[src/rtl/boot_pmem_pkg.sv]
package boot_pmem_pkg;
  typedef enum logic [1:0] {
    SRC_NONE = 2'd0,
    SRC_RAM  = 2'd1,
    SRC_ROM  = 2'd2
  } rd_src_e;

  localparam int MODE_BITS  = 2;
  localparam int BOOT_MODE  = 1;
endpackage

[src/rtl/mode_sequencer.sv]
module mode_sequencer #(
  parameter int MODE_W      = 2,
  parameter int DELAY_SLOTS = 2
) (
  input  logic              clk,
  input  logic              rst_n,
  input  logic [MODE_W-1:0] mode_pins,
  input  logic              wr_en,
  input  logic [MODE_W-1:0] wr_data,
  input  logic              tick,
  output logic [MODE_W-1:0] mode_q
);
  localparam int CNT_W = $clog2(DELAY_SLOTS + 1);
  localparam logic [CNT_W-1:0] CNT_LOAD = CNT_W'(DELAY_SLOTS);
  localparam logic [CNT_W-1:0] CNT_LAST = CNT_W'(1);

  logic [CNT_W-1:0]  cnt_q;
  logic [MODE_W-1:0] pend_q;

  // A write always wins over a tick in the same cycle: the countdown restarts.
  always_ff @(posedge clk) begin
    if (!rst_n) begin
      mode_q <= mode_pins;
      pend_q <= mode_pins;
      cnt_q  <= '0;
    end else if (wr_en) begin
      pend_q <= wr_data;
      cnt_q  <= CNT_LOAD;
    end else if (tick && (cnt_q != '0)) begin
      cnt_q <= cnt_q - CNT_LAST;
      if (cnt_q == CNT_LAST) begin
        mode_q <= pend_q;
      end
    end
  end
endmodule

[src/rtl/access_steer.sv]
module access_steer #(
  parameter int ADDR_W    = 16,
  parameter int RAM_DEPTH = 512,
  parameter int ROM_DEPTH = 32
) (
  input  logic                         boot,
  input  logic                         req_valid,
  input  logic                         req_write,
  input  logic [ADDR_W-1:0]            req_addr,
  output logic                         ram_rd,
  output logic                         ram_wr,
  output logic [$clog2(RAM_DEPTH)-1:0] ram_a,
  output logic                         rom_rd,
  output logic [$clog2(ROM_DEPTH)-1:0] rom_a
);
  localparam int RAM_AW = $clog2(RAM_DEPTH);
  localparam int ROM_AW = $clog2(ROM_DEPTH);
  localparam logic [ADDR_W:0] RAM_LIMIT = (ADDR_W+1)'(RAM_DEPTH);

  logic in_ram;
  logic is_rd;
  logic is_wr;

  always_comb begin
    in_ram = ({1'b0, req_addr} < RAM_LIMIT);
    is_rd  = req_valid && !req_write;
    is_wr  = req_valid && req_write;
    ram_a  = req_addr[RAM_AW-1:0];
    rom_a  = req_addr[ROM_AW-1:0];
    // Boot: reads of every address go to ROM (aliasing), writes go to RAM.
    rom_rd = boot && is_rd;
    ram_rd = !boot && is_rd && in_ram;
    ram_wr = is_wr && in_ram;
  end
endmodule

[src/rtl/read_return.sv]
module read_return #(
  parameter int DATA_W = 24
) (
  input  logic              clk,
  input  logic              rst_n,
  input  logic              ram_rd,
  input  logic              rom_rd,
  input  logic [DATA_W-1:0] ram_data,
  input  logic [DATA_W-1:0] rom_data,
  output logic              rvalid,
  output logic [DATA_W-1:0] rdata
);
  import boot_pmem_pkg::*;

  rd_src_e src_q;

  always_ff @(posedge clk) begin
    if (!rst_n) begin
      src_q <= SRC_NONE;
    end else if (rom_rd) begin
      src_q <= SRC_ROM;
    end else if (ram_rd) begin
      src_q <= SRC_RAM;
    end else begin
      src_q <= SRC_NONE;
    end
  end

  always_comb begin
    rvalid = (src_q != SRC_NONE);
    unique case (src_q)
      SRC_ROM: rdata = rom_data;
      SRC_RAM: rdata = ram_data;
      default: rdata = '0;
    endcase
  end
endmodule

[src/rtl/boot_pmem_mapper.sv]
module boot_pmem_mapper #(
  parameter int ADDR_W      = 16,
  parameter int DATA_W      = 24,
  parameter int RAM_DEPTH   = 512,
  parameter int ROM_DEPTH   = 32,
  parameter int MODE_W      = 2,
  parameter int DELAY_SLOTS = 2,
  parameter int RAM_AW      = $clog2(RAM_DEPTH),
  parameter int ROM_AW      = $clog2(ROM_DEPTH)
) (
  input  logic              clk,
  input  logic              rst_n,
  input  logic [MODE_W-1:0] mode_pins,
  input  logic              mode_wr_en,
  input  logic [MODE_W-1:0] mode_wr_data,
  input  logic              slot_tick,
  input  logic              p_valid,
  input  logic              p_write,
  input  logic [ADDR_W-1:0] p_addr,
  input  logic [DATA_W-1:0] rom_rdata,
  input  logic [DATA_W-1:0] ram_rdata,
  output logic              ram_rd_en,
  output logic              ram_wr_en,
  output logic [RAM_AW-1:0] ram_addr,
  output logic              rom_rd_en,
  output logic [ROM_AW-1:0] rom_addr,
  output logic              p_rvalid,
  output logic [DATA_W-1:0] p_rdata,
  output logic              boot_active,
  output logic [MODE_W-1:0] mode_cur
);
  import boot_pmem_pkg::*;

  localparam logic [MODE_W-1:0] BOOT_CODE = MODE_W'(BOOT_MODE);

  mode_sequencer #(
    .MODE_W     (MODE_W),
    .DELAY_SLOTS(DELAY_SLOTS)
  ) u_mode (
    .clk      (clk),
    .rst_n    (rst_n),
    .mode_pins(mode_pins),
    .wr_en    (mode_wr_en),
    .wr_data  (mode_wr_data),
    .tick     (slot_tick),
    .mode_q   (mode_cur)
  );

  assign boot_active = (mode_cur == BOOT_CODE);

  access_steer #(
    .ADDR_W   (ADDR_W),
    .RAM_DEPTH(RAM_DEPTH),
    .ROM_DEPTH(ROM_DEPTH)
  ) u_steer (
    .boot     (boot_active),
    .req_valid(p_valid),
    .req_write(p_write),
    .req_addr (p_addr),
    .ram_rd   (ram_rd_en),
    .ram_wr   (ram_wr_en),
    .ram_a    (ram_addr),
    .rom_rd   (rom_rd_en),
    .rom_a    (rom_addr)
  );

  read_return #(
    .DATA_W(DATA_W)
  ) u_ret (
    .clk     (clk),
    .rst_n   (rst_n),
    .ram_rd  (ram_rd_en),
    .rom_rd  (rom_rd_en),
    .ram_data(ram_rdata),
    .rom_data(rom_rdata),
    .rvalid  (p_rvalid),
    .rdata   (p_rdata)
  );
endmodule

[config.mk]
export PLATFORM = sky130hd
export DESIGN_NAME = boot_pmem_mapper
export DESIGN_NICKNAME = d
export VERILOG_FILES = /design/src/rtl/boot_pmem_pkg.sv /design/src/rtl/mode_sequencer.sv /design/src/rtl/access_steer.sv /design/src/rtl/read_return.sv /design/src/rtl/boot_pmem_mapper.sv
export SDC_FILE = /design/constraint.sdc
export NUM_CORES = 1
export LEC_CHECK = 0
export BUFFER_PORTS_ARGS = -buffer_cell sky130_fd_sc_hd__buf_2
export CORE_UTILIZATION = 32
export CTS_CLUSTER_DIAMETER = 100
export DETAILED_ROUTE_END_ITERATION = 16
export PLACE_DENSITY = 0.82
export SLEW_MARGIN = 20
export SYNTH_ARGS = -nofsm -noshare
export SYNTH_HDL_FRONTEND = slang
export SYNTH_SLANG_ARGS = --single-unit
export TNS_END_PERCENT = 30
[constraint.sdc]
create_clock -name clk -period 1.5 [get_ports clk]
set_input_delay 0.3 -clock clk [delete_from_list [all_inputs] [get_ports clk]]
set_output_delay 0.3 -clock clk [all_outputs]
set_load 0.005 [all_outputs]
=== Word-level counts from Yosys, hierarchy flattened ===
Index checks and enable logic that the tools add are counted.

* Logic and storage cells: 43
* Bits in registers: 8
* Bits of input ports: 74
* Output and inout bits: 45

* Bitwise logic cells: 1
* Reduce and logical (&&, ||, !) cells: 15
* Equality and inequality tests: 8
* $lt $le $gt $ge: 1
* Multiplexer cells: 11
* $add $sub $neg: 1

{| class="wikitable"
|+ Operator list
! cell !! count
|-
| one-hot mux 24 bit (2 select lines) || 1
|-
| two-way mux 2 bit || 9
|-
| < comparator 16 x 10 -> 1 bit, second input constant || 1
|-
| logical AND 1 bit || 7
|-
| equality test 2 x 1 -> 1 bit, second input constant || 3
|-
| inequality test 2 x 1 -> 1 bit, second input constant || 3
|-
| nonzero test 2 bit || 3
|-
| OR reduction 2 bit || 2
|-
| AND reduction 3 bit || 1
|-
| equality test 2 bit, second input constant || 1
|-
| logical NOT 1 bit || 2
|-
| inequality test 2 bit, second input constant || 1
|-
| subtractor 2 x 1 -> 2 bit, second input constant || 1
|-
| two-way mux 1 bit || 1
|-
| inverter 1 bit || 1
|}

=== Longest topological paths before layout ===
Gate-level depths: netlist (run 1).

* Word-level depth: 6
* Mapped depth: 5
* Mapped depth without buffers: 5

=== Cells and area by module ===
Synthesis (run 1) repeated with hierarchy kept, for this count alone.

* Cells, all modules: 117
* Area total of the unflattened synthesis: 950.9 sq um

{| class="wikitable"
|+ Modules (own cells, without submodules)
! module !! area an instance (sq um) !! seq. area each (sq um) !! cells each !! instances
|-
| read_return || 478.0 || 40.0 || 65 || 1
|-
| mode_sequencer || 301.5 || 160.2 || 29 || 1
|-
| access_steer || 157.7 || 0.0 || 22 || 1
|-
| boot_pmem_mapper || 13.8 || 0.0 || 1 || 1
|}

=== Worst setup path after synthesis (run 1) ===
Ideal clock, no wire load.

* Path kind: reg2out
* Start point: register u_ret.src_q[0]
* End point: output port p_rdata[0]
* Setup slack: 149 ps
* Required time: 1,200 ps
* Arrival: 1,051 ps
* Stages on the path, launching flop included: 5
* Buffers on the path: 1
* Path through: dfxtp_1 -> inv_1 -> ha_1 -> clkbuf_1 -> nor2b_1

* Cells in the longest elaborated chain, start to end: 2
* Elaborated cells between the ends (all ways): 3
* Classes of those cells: eq/ne (2); mux (1)

{| class="wikitable"
|+ Ends and longest elaborated chain
! element !! RTL line !! RTL
|-
| start, declared || read_return.sv:15 || <nowiki>rd_src_e src_q;</nowiki>
|-
| start signal, assigned || read_return.sv:19 || <nowiki>src_q <= SRC_NONE;</nowiki>
|-
| start signal, assigned || read_return.sv:21 || <nowiki>src_q <= SRC_ROM;</nowiki>
|-
| start signal, assigned || read_return.sv:23 || <nowiki>src_q <= SRC_RAM;</nowiki>
|-
| equality test 2 x 1 -> 1 bit / equality test 2 bit (equally long branches) || read_return.sv:31 || <nowiki>unique case (src_q)</nowiki>
|-
| one-hot mux 24 bit (2 select lines) * || read_return.sv:31 ||
|-
| end, declared || boot_pmem_mapper.sv:28 || <nowiki>output logic [DATA_W-1:0] p_rdata,</nowiki>
|}

Every way passes the cells marked *; elsewhere a longest branch is shown, timed or not.

=== Worst setup path after layout (run 1) ===
* Start point: register u_ret.src_q[1]
* End point: output port p_rdata[3]

The elaborated chain is that of the path after synthesis.

==> impl_metrics.env, run 1 <==
export IMPL_grt_max_degree=25
export IMPL_routedWlPerCell_um=13.5
export IMPL_drt_pass1_iterations=4
export IMPL_r2r_start="u_mode.cnt_q[0]$_SDFFE_PP0P_"
export IMPL_violations="setup timing"
export IMPL_grt_pass1_vias=1146
export IMPL_die_height_um=55.8
export IMPL_ys_seq_area_share_pct=21.6
export IMPL_via_per_inst=5.08
export IMPL_maxSlewViolCount=0
export IMPL_outcome="complete, but fails checks"
export IMPL_hold_depth=2
export IMPL_area_growth_pct=82.7
export IMPL_cts_made_buffers=3
export IMPL_place_gp_congestion=0.860
export IMPL_hold_violations=0
export IMPL_floorplan_rows=19
export IMPL_synth_common_cells="nor2b_1, a22oi_1, buf_4, nand2_1"
export IMPL_initialDrtViolationCount=61
export IMPL_synth_cell_types=23
export IMPL_power_density_mw_per_mm2=372
export IMPL_path_max_fanout=5
export IMPL_clock_skew_ns=0.00692
export IMPL_max_stage_delay_ns=0.32
export IMPL_ir_worst_vdd_uv=478
export IMPL_path_clk_slew_ns=0.05
export IMPL_synth_edf_count=4
export IMPL_post_place_ws_ns=-0.121
export IMPL_yosys_area_top_type="a22oi_1"
export IMPL_die_area_mm2=0.00311
export IMPL_period_needed_ns=1.72
export IMPL_cts_sinks=8
export IMPL_rr_worst_depth=5
export IMPL_cts_tree="yes"
export IMPL_final_nets=281
export IMPL_htree_levels=1
export IMPL_die_w_um=55.8
export IMPL_synth_compound_area_share_pct=20.3
export IMPL_setup_violations=25
export IMPL_place_area_mm2=0.00136
export IMPL_worstSetupPathType="reg2out"
export IMPL_fin_area_mm2=0.00169
export IMPL_port_buffers=95
export IMPL_worstSkewPairLatency_ns=0.26
export IMPL_core_area_mm2=0.00276
export IMPL_path_common_cell="buf_6"
export IMPL_yosys_warnings=0
export IMPL_antenna_left=0
export IMPL_rsz0062_at_grt="true"
export IMPL_cp_start_kind="flop"
export IMPL_hp_class="in2reg"
export IMPL_placed_cells=224
export IMPL_netlist_area_um2=926
export IMPL_antenna_found_initial=0
export IMPL_syn_inst=115
export IMPL_clock_fmax_mhz=581
export IMPL_cts_root_buf="clkbuf_4"
export IMPL_layout_drive_gt1_share_pct=70.6
export IMPL_maxCapViolCount=0
export IMPL_drc_errors=0
export IMPL_synthMuxAreaShare_pct=1.08
export IMPL_max_slew_margin_pct=74.9
export IMPL_cp_slowest_cell="dfxtp_2"
export IMPL_cp_cell_sequence="buf_6 -> ha_4 -> buf_6 -> a22oi_2 -> nor2b_1 -> buf_2"
export IMPL_cts_setup_buffers=0
export IMPL_setup_slack_ns=-0.222
export IMPL_num_vias=1178
export IMPL_grt_ovfl_total=0
export IMPL_yosys_top_cells_area="a22oi_1, nor2b_1, edfxtp_1, buf_4, dfxtp_1"
export IMPL_clockBufferDepth=2
export IMPL_leakage_uw=0.000758
export IMPL_final_period_utilization_pct=115
export IMPL_instances_no_fill=232
export IMPL_grt_util_all_layers_pct=20.2
export IMPL_hpwl_um=2100
export IMPL_synth_top_family_by_area="simple AND/OR/NAND/NOR gates"
export IMPL_startpoint="u_ret.src_q[1]$_SDFF_PN0_"
export IMPL_totalWireLength_um=3140
export IMPL_yosys_area_share_simple_pct=32.6
export IMPL_synth_xor_area_share_pct=0.946
export IMPL_end_kind="primary output"
export IMPL_power_total_uw=630
export IMPL_syn_avg_cell_area_um2=8.05
export IMPL_yosysMostFrequentCell="nor2b_1"
export IMPL_initial_core_util_pct=33.6
export IMPL_reg2reg_to="u_mode.mode_q[1]$_DFFE_PP_"
export IMPL_arrival_ns=1.42
export IMPL_synth_fa_ha_area_share_pct=6.76
export IMPL_required_ns=1.20
export IMPL_synthArstFlopShare_pct=0
export IMPL_synth_top_area_share_pct=19.5
export IMPL_worst_pin_slew_ns=0.374
export IMPL_grt_first_pass_wirelength_um=5060
export IMPL_syn_nets=194
export IMPL_synth_main_ff_cell="edfxtp_1"
export IMPL_n_antenna_cell=0
export IMPL_ys_ff_latch=8
export IMPL_r2r_slack_ns=0.15
export IMPL_min_to="u_mode.cnt_q[1]$_SDFFE_PN0P_"
export IMPL_hold_start="mode_wr_en"
export IMPL_ios=119
==> flip-flops by register name, summed over array words and instances, names as in the netlist <==
register	count
u_ret.src_q	2
u_mode.pend_q	2
u_mode.mode_q	2
u_mode.cnt_q	2
==> power by group <==
| group | internal, µW | switching, µW |
|---|---|---|
| sequential | 245 | 6.74 |
| clock | 102 | 76.6 |
| combinational | 113 | 86.2 |
==> logic make-up (layout without fill, tap and decap cells) <==
family | count (synthesis) | in the layout
and+or+nand+nor | 49 | 49
buffers and inverters | 26 | 112
AOI/OAI and AO/OA | 25 | 25
DFF | 8 | 8
adders and majority gates | 5 | 5
xor gates and xnor gates | 1 | 1
muxes | 1 | 1
==> worst max-delay path by stage <==
stage / cells after the start / slack (ns) / to
floorplan: 4 / 0.15 / p_rdata[0]
global placement: 4 / -0.08 / p_rdata[14]
detailed placement: 4 / -0.12 / p_rdata[9]
CTS: 6 / -0.19 / p_rdata[4]
global route: 6 / -0.31 / p_rdata[13]
finish: 6 / -0.22 / p_rdata[3]
==> timing repair <==
action	CTS	global route
hold buffers	0	0
pin swaps	26	0
endpoints found under the setup margin	26	25
gates resized for setup	43	2
gates cloned	4	0
==> worst max-delay path: cells and delay by family (launching register included) <==
| kind | cells | cell delay (ns) |
|---|---|---|
| compound gates | 1 | 0.17 |
| flops | 1 | 0.32 |
| simple gates | 1 | 0.08 |
| buf+inv | 3 | 0.38 |
| fa+ha+maj | 1 | 0.21 |
==> layout by cell type, fill, tap and decap left out, types with 3 or more instances in the layout <==
master and count:
a22oi_2 24, buf_16 4, buf_2 95, clkbuf_4 3, edfxtp_1 4, ha_4 3
inv_1 3, nand2_1 10, nand2b_1 3, nor2b_1 24
==> per-stage QoR <==
| stage | util (%) | hold WS, ns | TNS (ns) |
|---|---|---|---|
| 2_1_floorplan | - | 0.424 | 0 |
| 3_3_place_gp | 49.3 | 0.503 | -1.27 |
| 3_5_place_dp | 49.3 | 0.507 | -1.92 |
| 4_1_cts | 60.6 | 0.275 | -4.34 |
| 5_1_grt | 61.3 | 0.278 | -6.28 |
| 6_report | 61.3 | 0.277 | -4.44 |
==> final cells by class <==
cell class	count	area (µm²)
clock buffers	4	26.3
fillers	242	1070
inverters	5	21.3
multi-input cells	81	752
flip-flops and latches	8	205
well taps	31	38.8
repair buffers	103	648
==> per-layer routing <==
layer / GRT usage [%] / up-vias / share of wire, %
li1: - / 562 / -
met1: 19.6 / 529 / 35
met2: 39.8 / 74 / 54
met3: 4.65 / 13 / 7.2
met4: 8.93 / 0 / 3.5
met5: 0 / - / 0
Note: power is estimated with default switching activity, not from simulation.
==> inputs of run 2 (changes only) <==
==> constraint.sdc (replaced) <==
create_clock -name clk -period 1.5 [get_ports clk]
set_input_delay 0.375 -clock clk [delete_from_list [all_inputs] [get_ports clk]]
set_output_delay 0.375 -clock clk [all_outputs]
set_load 0.005 [all_outputs]
==> impl_metrics.env, run 2 (synthesized netlist as in run 1, its figures left out) <==
export IMPL_outcome="complete, but fails checks"
export IMPL_violations="setup timing"
export IMPL_htree_levels=1
export IMPL_grt_pass1_vias=1169
export IMPL_r2r_start="u_mode.cnt_q[0]$_SDFFE_PP0P_"
export IMPL_arrival_ns=1.42
export IMPL_routedWlPerCell_um=13.8
export IMPL_path_max_fanout=12
export IMPL_end_kind="primary output"
export IMPL_cts_root_buf="clkbuf_4"
export IMPL_die_height_um=55.8
export IMPL_initial_core_util_pct=33.6
export IMPL_rsz0062_at_grt="true"
export IMPL_cts_hold_buffers=0
export IMPL_reg2reg_to="u_mode.mode_q[1]$_DFFE_PP_"
export IMPL_port_buffers=95
export IMPL_final_period_utilization_pct=120
export IMPL_num_vias=1173
export IMPL_layout_drive_gt1_share_pct=72.6
export IMPL_clockBufferDepth=2
export IMPL_antenna_found_initial=0
export IMPL_worst_pin_slew_ns=0.212
export IMPL_final_common_cell="buf_2"
export IMPL_setup_violations=26
export IMPL_leakage_uw=0.000756
export IMPL_tns_ns=-5.77
export IMPL_grt_first_pass_wirelength_um=4820
export IMPL_drt_pass1_iterations=4
export IMPL_initialDrtViolationCount=56
export IMPL_grt_max_degree=25
export IMPL_drc_errors=0
export IMPL_grt_util_all_layers_pct=19.3
export IMPL_place_gp_congestion=0.805
export IMPL_hold_depth=2
export IMPL_die_area_mm2=0.00311
export IMPL_power_total_uw=634
export IMPL_grt_ovfl_total=0
export IMPL_layout_common_cells="buf_2, a22oi_2, nor2b_1"
export IMPL_cts_tree="yes"
export IMPL_via_per_inst=5.06
export IMPL_r2r_slack_ns=0.13
export IMPL_cts_sinks=8
export IMPL_required_ns=1.12
export IMPL_period_needed_ns=1.80
export IMPL_max_slew_margin_pct=85.8
export IMPL_min_to="u_mode.cnt_q[1]$_SDFFE_PN0P_"
export IMPL_placed_cells=223
export IMPL_setup_slack_ns=-0.297
export IMPL_hold_start="mode_wr_en"
export IMPL_area_growth_pct=83.4
export IMPL_worstSetupPathType="reg2out"
export IMPL_maxSlewViolCount=0
export IMPL_rr_worst_depth=5
export IMPL_ir_worst_vdd_uv=405
export IMPL_clock_fmax_mhz=557
export IMPL_core_area_mm2=0.00276
export IMPL_die_w_um=55.8
export IMPL_hp_class="in2reg"
export IMPL_cp_start_kind="flop"
export IMPL_instances_no_fill=232
export IMPL_clock_skew_ns=0.00470
export IMPL_final_nets=281
export IMPL_hold_violations=0
export IMPL_place_area_mm2=0.00136
export IMPL_floorplan_rows=19
export IMPL_antenna_left=0
export IMPL_totalWireLength_um=3200
export IMPL_n_antenna_cell=0
export IMPL_ios=119
export IMPL_path_clk_slew_ns=0.05
export IMPL_hpwl_um=2130
export IMPL_power_density_mw_per_mm2=373
export IMPL_fin_area_mm2=0.00170
export IMPL_cts_made_buffers=3
export IMPL_maxCapViolCount=0
export IMPL_post_place_ws_ns=-0.126
export IMPL_worstSkewPairLatency_ns=0.26
[run 2: metrics by stage]
step,hold slack (ns),util [%]
floorplan,0.491,-
global placement,0.498,49.5
detailed placement,0.511,49.5
CTS,0.343,58.0
global route,0.352,61.6
finish,0.357,61.6
[run 2: how the worst max path moves through the flow]
stage / startpoint / endpoint / slack (ns) / depth (start not counted)
2_1_floorplan: u_ret.src_q[0]$_SDFF_PP0_ / p_rdata[0] / 0.07 / 4
3_3_place_gp: p_addr[13] / ram_rd_en / -0.08 / 5
3_5_place_dp: p_addr[13] / ram_rd_en / -0.13 / 5
4_1_cts: u_ret.src_q[0]$_SDFF_PP0_ / p_rdata[3] / -0.27 / 6
5_1_grt: u_ret.src_q[1]$_SDFF_PN0_ / p_rdata[15] / -0.35 / 5
6_report: u_ret.src_q[1]$_SDFF_PN0_ / p_rdata[15] / -0.30 / 5
[run 2: layer usage]
| layer | wire length [µm] | global-route usage (%) | part of all wire (%) | vias to the layer above |
|---|---|---|---|---|
| met4 | 110 | 8.21 | 3.4 | 0 |
| met3 | 206 | 3.49 | 6.4 | 13 |
| li1 | - | - | - | 564 |
| met2 | 1740 | 39.4 | 54 | 76 |
| met5 | 0 | 0 | 0 | - |
| met1 | 1140 | 18.2 | 36 | 520 |
[run 2: report_power, final]
group | switching (µW) | internal, µW | total [µW] | leakage [µW]
Sequential | 7.06 | 245 | 252 | 0.0000745
Combinational | 87.9 | 113 | 201 | 0.000667
Clock | 78.6 | 102 | 181 | 0.0000150
[run 2: area by class of cell]
cell class / count / area (µm²)
multi-input cells: 81 / 758
inverters: 5 / 21.3
flip-flops and latches: 8 / 205
well taps: 31 / 38.8
repair buffers: 103 / 648
clock buffers: 4 / 26.3
fillers: 231 / 1060
[run 2: worst max-delay path, stage by stage (launching register included)]
cell	delay, ns
dfxtp_4	0.37
inv_4	0.05
ha_4	0.29
clkbuf_16	0.15
nor2b_1	0.17
buf_2	0.14
[run 2: what timing repair did]
action                     CTS  global route
cloned                       2             2
pin swaps                    4             8
setup endpoints to repair   27            27
resized for setup           32            14
buffers inserted             1             0
